File: src/rtl/dspi_pkg.sv
// Shared constants and types for the dual-port decoder serial master.
package dspi_pkg;

    // Width of the instruction field that opens every register frame.
    localparam int OPC_W = 8;

    // Instruction codes placed in the first byte of a register frame.
    localparam logic [OPC_W-1:0] OPC_READ  = 8'h03;
    localparam logic [OPC_W-1:0] OPC_WRITE = 8'h02;

    // Serial phase of a port engine.
    typedef enum logic [1:0] {
        PH_IDLE,
        PH_LOW,
        PH_HIGH,
        PH_GAP
    } phase_e;

endpackage

File: src/rtl/dspi_half_timer.sv
// Half-period timer for one serial port.
// Counts system clocks while its port is active. It raises tick on the
// last clock of each serial clock level. Assumes HALF_CLKS >= 1. The
// count is held at zero while the port is idle, so the first level after
// a start is always a full HALF_CLKS long.
module dspi_half_timer #(
    parameter int HALF_CLKS = 2
) (
    input  logic clk,
    input  logic rst_n,
    input  logic active,
    output logic tick
);

    localparam int CNT_W = (HALF_CLKS > 1) ? $clog2(HALF_CLKS) : 1;
    localparam logic [CNT_W-1:0] CNT_LAST = CNT_W'(HALF_CLKS - 1);

    logic [CNT_W-1:0] cnt;

    assign tick = active && (cnt == CNT_LAST);

    // Advance within a level, restart at each level boundary or when idle.
    always_ff @(posedge clk) begin
        if (!rst_n) begin
            cnt <= '0;
        end else if (!active || tick) begin
            cnt <= '0;
        end else begin
            cnt <= cnt + 1'b1;
        end
    end

endmodule

File: src/rtl/dspi_reg_port.sv
// Register-access engine for the control serial port.
// On an accepted start it shifts out a frame made of instruction, address
// and data, MSB first, under one low chip-select window. It samples the
// serial input on every rising clock edge and keeps only the last DATA_W
// samples, so bits arriving during the instruction and address are
// dropped. After the last pulse the chip select recovers for GAP_HALVES
// serial levels, and then done pulses. Assumes GAP_HALVES >= 1.
module dspi_reg_port
    import dspi_pkg::*;
#(
    parameter int ADDR_W     = 8,
    parameter int DATA_W     = 16,
    parameter int HALF_CLKS  = 2,
    parameter int GAP_HALVES = 2
) (
    input  logic              clk,
    input  logic              rst_n,
    input  logic              start,
    input  logic              write,
    input  logic [ADDR_W-1:0] addr,
    input  logic [DATA_W-1:0] wdata,
    output logic [DATA_W-1:0] rdata,
    output logic              busy,
    output logic              done,
    output logic              sclk,
    output logic              mosi,
    output logic              cs_n,
    input  logic              miso
);

    localparam int FRAME_W = OPC_W + ADDR_W + DATA_W;
    localparam int BIT_W   = $clog2(FRAME_W);
    localparam int GAP_W   = (GAP_HALVES > 1) ? $clog2(GAP_HALVES) : 1;
    localparam logic [BIT_W-1:0] BIT_LAST = BIT_W'(FRAME_W - 1);
    localparam logic [GAP_W-1:0] GAP_LAST = GAP_W'(GAP_HALVES - 1);

    phase_e             state;
    logic [FRAME_W-1:0] shreg;
    logic [FRAME_W-1:0] frame;
    logic [BIT_W-1:0]   bitc;
    logic [GAP_W-1:0]   gapc;
    logic [DATA_W-1:0]  rx;
    logic               is_read;
    logic               tick;
    logic               accept;
    logic [OPC_W-1:0]   opcode;

    assign busy   = (state != PH_IDLE);
    assign accept = start && !busy;

    // Assemble the outgoing frame from the request fields.
    always_comb begin
        opcode = write ? OPC_WRITE : OPC_READ;
        frame  = {opcode, addr, wdata};
    end

    dspi_half_timer #(
        .HALF_CLKS(HALF_CLKS)
    ) u_timer (
        .clk   (clk),
        .rst_n (rst_n),
        .active(busy),
        .tick  (tick)
    );

    // Frame sequencer: launch on low levels, sample on rises, then recover.
    always_ff @(posedge clk) begin
        if (!rst_n) begin
            state   <= PH_IDLE;
            shreg   <= '0;
            bitc    <= '0;
            gapc    <= '0;
            rx      <= '0;
            rdata   <= '0;
            is_read <= 1'b0;
            done    <= 1'b0;
            sclk    <= 1'b0;
            mosi    <= 1'b0;
            cs_n    <= 1'b1;
        end else begin
            done <= 1'b0;
            case (state)
                PH_IDLE: begin
                    if (accept) begin
                        shreg   <= frame;
                        bitc    <= '0;
                        is_read <= !write;
                        cs_n    <= 1'b0;
                        sclk    <= 1'b0;
                        mosi    <= frame[FRAME_W-1];
                        state   <= PH_LOW;
                    end
                end
                PH_LOW: begin
                    if (tick) begin
                        sclk  <= 1'b1;
                        rx    <= {rx[DATA_W-2:0], miso};
                        state <= PH_HIGH;
                    end
                end
                PH_HIGH: begin
                    if (tick) begin
                        sclk <= 1'b0;
                        if (bitc == BIT_LAST) begin
                            cs_n  <= 1'b1;
                            mosi  <= 1'b0;
                            gapc  <= '0;
                            state <= PH_GAP;
                        end else begin
                            bitc  <= bitc + 1'b1;
                            shreg <= {shreg[FRAME_W-2:0], 1'b0};
                            mosi  <= shreg[FRAME_W-2];
                            state <= PH_LOW;
                        end
                    end
                end
                PH_GAP: begin
                    if (tick) begin
                        if (gapc == GAP_LAST) begin
                            gapc  <= '0;
                            done  <= 1'b1;
                            state <= PH_IDLE;
                            if (is_read) begin
                                rdata <= rx;
                            end
                        end else begin
                            gapc <= gapc + 1'b1;
                        end
                    end
                end
                default: state <= PH_IDLE;
            endcase
        end
    end

endmodule

File: src/rtl/dspi_stream_port.sv
// Audio byte engine for the data serial port.
// Takes a byte when the host offers one, the decoder requests data and
// the port is idle. It sends the byte MSB first under its own chip-select
// window. A byte in flight always completes; the request line only gates
// the start of the next byte. Assumes aud_dreq is synchronous to clk.
module dspi_stream_port
    import dspi_pkg::*;
#(
    parameter int BYTE_W    = 8,
    parameter int HALF_CLKS = 2
) (
    input  logic              clk,
    input  logic              rst_n,
    input  logic              valid,
    input  logic [BYTE_W-1:0] din,
    input  logic              dreq,
    output logic              ready,
    output logic              sclk,
    output logic              mosi,
    output logic              cs_n
);

    localparam int BIT_W = $clog2(BYTE_W);
    localparam logic [BIT_W-1:0] BIT_LAST = BIT_W'(BYTE_W - 1);

    phase_e            state;
    logic [BYTE_W-1:0] shreg;
    logic [BIT_W-1:0]  bitc;
    logic              tick;
    logic              active;

    assign active = (state != PH_IDLE);
    assign ready  = !active && dreq;

    dspi_half_timer #(
        .HALF_CLKS(HALF_CLKS)
    ) u_timer (
        .clk   (clk),
        .rst_n (rst_n),
        .active(active),
        .tick  (tick)
    );

    // Byte sequencer: load on handshake, shift on falling levels.
    always_ff @(posedge clk) begin
        if (!rst_n) begin
            state <= PH_IDLE;
            shreg <= '0;
            bitc  <= '0;
            sclk  <= 1'b0;
            mosi  <= 1'b0;
            cs_n  <= 1'b1;
        end else begin
            case (state)
                PH_IDLE: begin
                    if (valid && ready) begin
                        shreg <= din;
                        bitc  <= '0;
                        cs_n  <= 1'b0;
                        sclk  <= 1'b0;
                        mosi  <= din[BYTE_W-1];
                        state <= PH_LOW;
                    end
                end
                PH_LOW: begin
                    if (tick) begin
                        sclk  <= 1'b1;
                        state <= PH_HIGH;
                    end
                end
                PH_HIGH: begin
                    if (tick) begin
                        sclk <= 1'b0;
                        if (bitc == BIT_LAST) begin
                            cs_n  <= 1'b1;
                            mosi  <= 1'b0;
                            state <= PH_IDLE;
                        end else begin
                            bitc  <= bitc + 1'b1;
                            shreg <= {shreg[BYTE_W-2:0], 1'b0};
                            mosi  <= shreg[BYTE_W-2];
                            state <= PH_LOW;
                        end
                    end
                end
                default: state <= PH_IDLE;
            endcase
        end
    end

endmodule

File: src/rtl/dec_spi_master.sv
// Top of the dual-port decoder serial master.
// It joins an independent register engine and an audio byte engine. The
// ports share only clock and reset, so their traffic never interacts.
// Assumes all host inputs and aud_dreq are synchronous to clk.
module dec_spi_master #(
    parameter int ADDR_W     = 8,
    parameter int DATA_W     = 16,
    parameter int HALF_CLKS  = 2,
    parameter int GAP_HALVES = 2
) (
    input  logic              clk,
    input  logic              rst_n,
    input  logic              reg_start,
    input  logic              reg_write,
    input  logic [ADDR_W-1:0] reg_addr,
    input  logic [DATA_W-1:0] reg_wdata,
    output logic [DATA_W-1:0] reg_rdata,
    output logic              reg_busy,
    output logic              reg_done,
    input  logic              aud_valid,
    input  logic [7:0]        aud_byte,
    output logic              aud_ready,
    input  logic              aud_dreq,
    output logic              ctl_sclk,
    output logic              ctl_mosi,
    output logic              ctl_cs_n,
    input  logic              ctl_miso,
    output logic              dat_sclk,
    output logic              dat_mosi,
    output logic              dat_cs_n
);

    dspi_reg_port #(
        .ADDR_W    (ADDR_W),
        .DATA_W    (DATA_W),
        .HALF_CLKS (HALF_CLKS),
        .GAP_HALVES(GAP_HALVES)
    ) u_reg (
        .clk  (clk),
        .rst_n(rst_n),
        .start(reg_start),
        .write(reg_write),
        .addr (reg_addr),
        .wdata(reg_wdata),
        .rdata(reg_rdata),
        .busy (reg_busy),
        .done (reg_done),
        .sclk (ctl_sclk),
        .mosi (ctl_mosi),
        .cs_n (ctl_cs_n),
        .miso (ctl_miso)
    );

    dspi_stream_port #(
        .BYTE_W   (8),
        .HALF_CLKS(HALF_CLKS)
    ) u_stream (
        .clk  (clk),
        .rst_n(rst_n),
        .valid(aud_valid),
        .din  (aud_byte),
        .dreq (aud_dreq),
        .ready(aud_ready),
        .sclk (dat_sclk),
        .mosi (dat_mosi),
        .cs_n (dat_cs_n)
    );

endmodule

File: config.mk
export PLATFORM = sky130hd
export DESIGN_NAME = dec_spi_master
export DESIGN_NICKNAME = d
export VERILOG_FILES = /design/src/rtl/dspi_pkg.sv /design/src/rtl/dspi_half_timer.sv /design/src/rtl/dspi_reg_port.sv /design/src/rtl/dspi_stream_port.sv /design/src/rtl/dec_spi_master.sv
export SDC_FILE = /design/constraint.sdc
export NUM_CORES = 1
export LEC_CHECK = 0
export BUFFER_PORTS_ARGS = -buffer_cell sky130_fd_sc_hd__clkbuf_2
export CAP_MARGIN = 20
export CORE_MARGIN = 2
export CORE_UTILIZATION = 55
export DETAILED_ROUTE_END_ITERATION = 10
export GPL_TIMING_DRIVEN = 0
export PLACE_DENSITY = 0.84
export REMOVE_ABC_BUFFERS = 1
export SETUP_SLACK_MARGIN = 0.4
export SYNTH_ARGS = -nofsm -noshare
export SYNTH_HDL_FRONTEND = slang
export SYNTH_HIERARCHICAL = 1
export SYNTH_SLANG_ARGS = --single-unit
File: constraint.sdc
create_clock -name clk -period 2.69 [get_ports clk]
set_input_delay 0.269 -clock clk [delete_from_list [all_inputs] [get_ports clk]]
set_output_delay 0.269 -clock clk [all_outputs]
set_load 0.01 [all_outputs]
Word level (Yosys, flattened, before mapping) --
Index checks and enable logic that the tools add are counted. Widths: inputs -> output; s select.
Operators by class: $add $sub $neg 5, equality and inequality tests 19, mux-type cells 57, bitwise gates (word level) 1, reductions and logical operators 36
Operators by type and width (count):
- $mux 31 | 3
- $pmux 31 s2 | 1
- $reduce_and 4->1 | 8
- $mux 1 | 23
- $mux 7 | 3
- $mux 2 | 9
- $mux 5 | 3
- $ne 2x2->1 const B | 7
- $pmux 7 s2 | 1
- $reduce_and 3->1 | 4
- $ne 2x1->1 const B | 5
- $pmux 1 s2 | 5
- $pmux 5 s2 | 1
- $reduce_bool 2->1 | 5
- $mux 3 | 3
- $pmux 2 s4 | 1
- $eq 2x2->1 const B | 3
- $pmux 1 s3 | 2
- $pmux 2 s3 | 1
- $pmux 3 s2 | 1
- $reduce_bool 3->1 | 2
- $add 5x1->5 const B | 1
- $eq 5x5->1 const B | 1
- $logic_and 1x1->1 | 5
- other kinds (11) | 20
Word-level totals: flip-flop bits (word level) 93, input bits 39, output and inout bits 25, logic and storage cells 137

Logic depth before layout (Yosys ltp) --
depth after elaboration 6, depth in mapped cells 9, depth with buffers taken out 6

By module --
Netlist, hierarchy kept.
By module, submodules not included:
- dspi_reg_port | times used 1, cells each 364, area an instance 3243.1 µm²
- dspi_stream_port | times used 1, cells each 86, area an instance 785.8 µm²
- dspi_half_timer | times used 2, cells each 3, area an instance 36.3 µm²

Worst setup path before layout --
No wires, ideal clock.
kind register -> register, from register u_reg.state[0], to register u_reg.rx[10], library setup time 0.070 ns, arrival time 1.994 ns, path slack 0.625 ns, cell stages (with the launch flop) 10, path buffers 4, clock period less this slack 2.065 ns, cells stage by stage dfxtp_1 -> buf_6 -> clkbuf_1 -> or2_2 -> and2_2 -> buf_2 -> nand3b_1 -> clkbuf_1 -> nand2_1 -> a21oi_1
Between the ends: word-level cells in the longest chain between the ends 3, elaborated cells on any way between the ends 4, classes of those cells 1 x eq/ne; 3 x reduce/logical
Ends and longest elaborated chain:
- from (decl) | RTL line dspi_reg_port.sv:37 | phase_e state;
- from (signal assigned) | RTL line dspi_reg_port.sv:69 | state <= PH_IDLE;
- from (signal assigned) | RTL line dspi_reg_port.sv:91 | state <= PH_LOW;
- from (signal assigned) | RTL line dspi_reg_port.sv:98 | state <= PH_HIGH;
- $reduce_bool 2->1 | RTL line dspi_reg_port.sv:48 | assign busy = (state != PH_IDLE);
- named net reg_busy | RTL line dec_spi_master.sv:18 | output logic reg_busy,
- $logic_and 1x1->1 | RTL line dspi_half_timer.sv:20 | assign tick = active && (cnt == CNT_LAST);
- named net u_reg.tick | RTL line dspi_reg_port.sv:44 | logic tick;
- $reduce_and 2->1 (no line)
- to (signal assigned) | RTL line dspi_reg_port.sv:97 | rx <= {rx[DATA_W-2:0], miso};
- to (decl) | RTL line dspi_reg_port.sv:42 | logic [DATA_W-1:0] rx;
The timed path passes the listed nets, and every way through them passes these cells. A chain may end at the register's enable or synchronous reset.

Final worst setup path --
from register u_reg.bitc[0], to register u_reg.shreg[24]
Between the ends: word-level cells in the longest chain between the ends 3
Ends and longest elaborated chain:
- from (decl) | RTL line dspi_reg_port.sv:40 | logic [BIT_W-1:0] bitc;
- from (signal assigned) | RTL line dspi_reg_port.sv:110 | bitc <= bitc + 1'b1;
- $eq 5x5->1 | RTL line dspi_reg_port.sv:104 | if (bitc == BIT_LAST) begin
- $ne 2x2->1 (no line)
- $reduce_and 4->1 (no line)
- to (signal assigned) | RTL line dspi_reg_port.sv:85 | shreg <= frame;
- to (signal assigned) | RTL line dspi_reg_port.sv:111 | shreg <= {shreg[FRAME_W-2:0], 1'b0};
- to (decl) | RTL line dspi_reg_port.sv:38 | logic [FRAME_W-1:0] shreg;
No other way between the ends.

==> metrics <==
total of max-cap violations 0; CP Data Arrival Time 2470 ps; CTS tree yes; main combinational cell family by area after synthesis simple AND/OR/NAND/NOR gates; CP Max Fanout 12; post-synth top area cell dfxtp_1; clk slew on worst S/H paths 90 ps; Die W 90.36 microns; fin crit share 82.07%; final hold vios 0; share of cells above drive strength 1 20.08%; Die ar. 8164 sq um; worst-margin pin slew 1132 ps; Achievable Freq 453.0 MHz; Iter 0 DRT Violations 172; Overflow after GRT 0; Power per Cell Area 601.4 nW/um^2; PortBufs 63; # clock sinks 93; Mapped Cells 456; CTS max path bufs 2; compound-gate portion of the synthesized area 19.07%; max_slew headroom 24.47%; largest cells by area after synthesis dfxtp_1 (45%), mux2i_1 (7.3%), a21oi_1 (6.0%); initial antenna violation count 0; cell area after layout 4576 sq um; first-pass GRT wire length 13,420 microns; vias in the first global route 3,132; crit path from u_reg/bitc[0]$_SDFFE_PN0P_; Post-Syn Area 4101 sq um; Max IR drop VDD 0.0003046 V; crit path kind register to register; DR DRC count 0; Layout fillers 622; Skew-Pair Late Insertion Delay 340 ps; sequential area share after synthesis 45.39%; multiplexer share of the synthesized area 7.322%; Placed Area 4317 sq um; simple logic cell fraction of the synthesized area 19.95%; Yosys cell types 49; Final Util 63.08%; ANT cells 0; CTS buffer count 9; Period minus WS final 2208 ps; reg-to-reg slack, setup 480 ps; Adder-Cell Fraction of Synth Area 1.525%; Required @ worst endpoint 2950 ps; WL final 7964 microns; Seq cells post-synth 93; post-synthesis area per instance 8.994 sq um; ys flop type dfxtp_1; Routed wire per std cell 13.34 microns; status complete, no violations; Reg-to-Reg Start u_reg/bitc[0]$_SDFFE_PN0P_; Initial Util 56.55%; DIE HEIGHT 90.36 microns; r2r endpoint u_reg/shreg[24]$_SDFFE_PN0P_; Post-Synth XOR/XNOR Area 0%; Yosys top cell area share 45.39%; Final Wtd Congestion 0.7323; Yosys warning total 6; Post-synth EDFFs 0; site row count 31; synth-to-layout area growth 11.56%; Critical Path Start Type register; synth cell count leaders dfxtp_1 (93), nand2_1 (55), a21oi_1 (49), mux2i_1 (30), nand3_1 (28); H-Tree Level Count 3; drt via density 5.628; post-route ant nets 0; largest net degree at the start of global routing 53; Setup violations, final 0; DRT Pass-1 Iters 5; via total after detailed routing 3,360; Pins Over Slew Limit 0; Setup crit end u_reg/shreg[24]$_SDFFE_PN0P_; RSZ-0062 raised after global routing yes; Total GRT Usage 19.30%; Async SR Flop Fraction 0%; clk_skew 10.15 ps; Hold Crit Class input pin to register; num ports 64; Pleak 1.879 nW; Clock Tree Root clkbuf_8; detailed placement HPWL 5101 microns; Core ar. 7253 sq um; hold_buf cts 0; R2R depth 6; top-count cell post-synth dfxtp_1; CP Capture Type register; final net count 537; final setup TNS 0 ps
[cell usage in the layout, fill, tap and decap left out, types with 2 or more instances in the layout]
| cell | instances |
|---|---|
| dfxtp_1 | 90 |
| clkbuf_2 | 63 |
| nand2_1 | 55 |
| a21oi_1 | 49 |
| mux2i_1 | 30 |
| nand3_1 | 28 |
| nor3_1 | 26 |
| a211oi_1 | 26 |
| o21ai_0 | 20 |
| clkbuf_8 | 10 |
| nand2b_1 | 9 |
| nor2_1 | 8 |
| inv_1 | 7 |
| o211ai_1 | 7 |
| nor2b_1 | 5 |
| o21a_1 | 5 |
| ha_1 | 5 |
| and3b_1 | 4 |
| dfxtp_2 | 3 |
| o22ai_1 | 3 |
| bufinv_16 | 2 |
| nand2_4 | 2 |
| and3_1 | 2 |
| or2_2 | 2 |
| a211oi_2 | 2 |
| a21o_1 | 2 |
| and2_2 | 2 |
| a32o_1 | 2 |
| and2_1 | 2 |
| o221ai_1 | 2 |
[flip-flops by register name, summed over array words and instances (netlist names), 2 cells and up]
signal          cells
u_reg/bitc          5
u_reg/rdata        16
u_reg/rx           16
u_reg/shreg        31
u_reg/state         2
u_stream/bitc       3
u_stream/shreg      7
u_stream/state      2
[per-layer routing]
| metal | vias to the layer above | share of wire (%) | wire length, microns | track usage (%) |
|---|---|---|---|---|
| met5 | - | 0 | 0 | 0 |
| met4 | 0 | 0.79 | 63 | 5.897 |
| met3 | 7 | 3.6 | 289 | 3.840 |
| met2 | 60 | 49 | 3873 | 34.34 |
| met1 | 1586 | 47 | 3738 | 23.52 |
| li1 | 1707 | - | - | - |
[worst min-delay path by stage]
| stage | start | end | slack (ps) | cells after the start |
|---|---|---|---|---|
| after floorplan | rst_n | u_stream/cs_n$_SDFFE_PN1P_ | 350 | 1 |
| final | reg_write | u_reg/is_read$_SDFFE_PN0P_ | 130 | 2 |
| after global placement | u_reg/shreg[28]$_SDFFE_PN0P_ | u_reg/shreg[29]$_SDFFE_PN0P_ | 440 | 2 |
| after CTS | reg_write | u_reg/is_read$_SDFFE_PN0P_ | 130 | 2 |
| after detailed placement | u_stream/shreg[6]$_SDFFE_PN0P_ | u_stream/shreg[6]$_SDFFE_PN0P_ | 450 | 2 |
| after global routing | reg_write | u_reg/is_read$_SDFFE_PN0P_ | 140 | 2 |
[layout make-up]
class	count	area [sq um]	area share, %
clock buffer	11	141.4	3.090
clock inverter	5	81.33	1.777
inverter	8	30.03	0.6563
multi-input combinational	316	1991	43.51
sequential	93	1866	40.77
tap	99	123.9	2.707
timing repair buffer	65	342.8	7.492
[power breakdown]
part | leakage, nW | total, mW | internal [mW] | switching [mW]
Clock | 0.110 | 1.02 | 0.552 | 0.469
Combinational | 1.01 | 0.251 | 0.113 | 0.139
Sequential | 0.759 | 1.48 | 1.43 | 0.0474
Total | 1.88 | 2.75 | 2.10 | 0.655
[logic make-up (layout without fill, tap and decap cells)]
kind of cell / Yosys count / after routing
AO/OA/AOI/OAI: 124 / 124
adder cells (fa/ha/maj): 5 / 5
buffers and inverters: 48 / 89
flip-flops: 93 / 93
multiplexers: 30 / 30
AND/OR/NAND/NOR: 156 / 157
[worst max-delay path, stage by stage (launching register included)]
cell and delay, ps:
dfxtp_1 360, ha_1 240, and3_1 200, ha_1 220, nand4bb_2 520, a221o_1 420, a21oi_1 160
[metrics by stage]
| step | worst slack [ps] | total power [mW] | cells | hold WS, ps |
|---|---|---|---|---|
| 6_report | 482.3 | 2.752 | 597 | 134.1 |
| 5_1_grt | 341.8 | 2.857 | 597 | 137.9 |
| 4_1_cts | 399.1 | 2.769 | 595 | 129.1 |
| 3_5_place_dp | 74.84 | 1.757 | 579 | 447.8 |
| 3_3_place_gp | 36.35 | 1.744 | 578 | 435.9 |
| 2_1_floorplan | 501.3 | 1.666 | 416 | 347.6 |
[repair_timing]
item,CTS,global route
setup endpoints to repair,52,46
cloned,0,1
setup buffers,0,1
pin swaps,1,2
resized for setup,4,3
(Power assumes the default switching activity.)
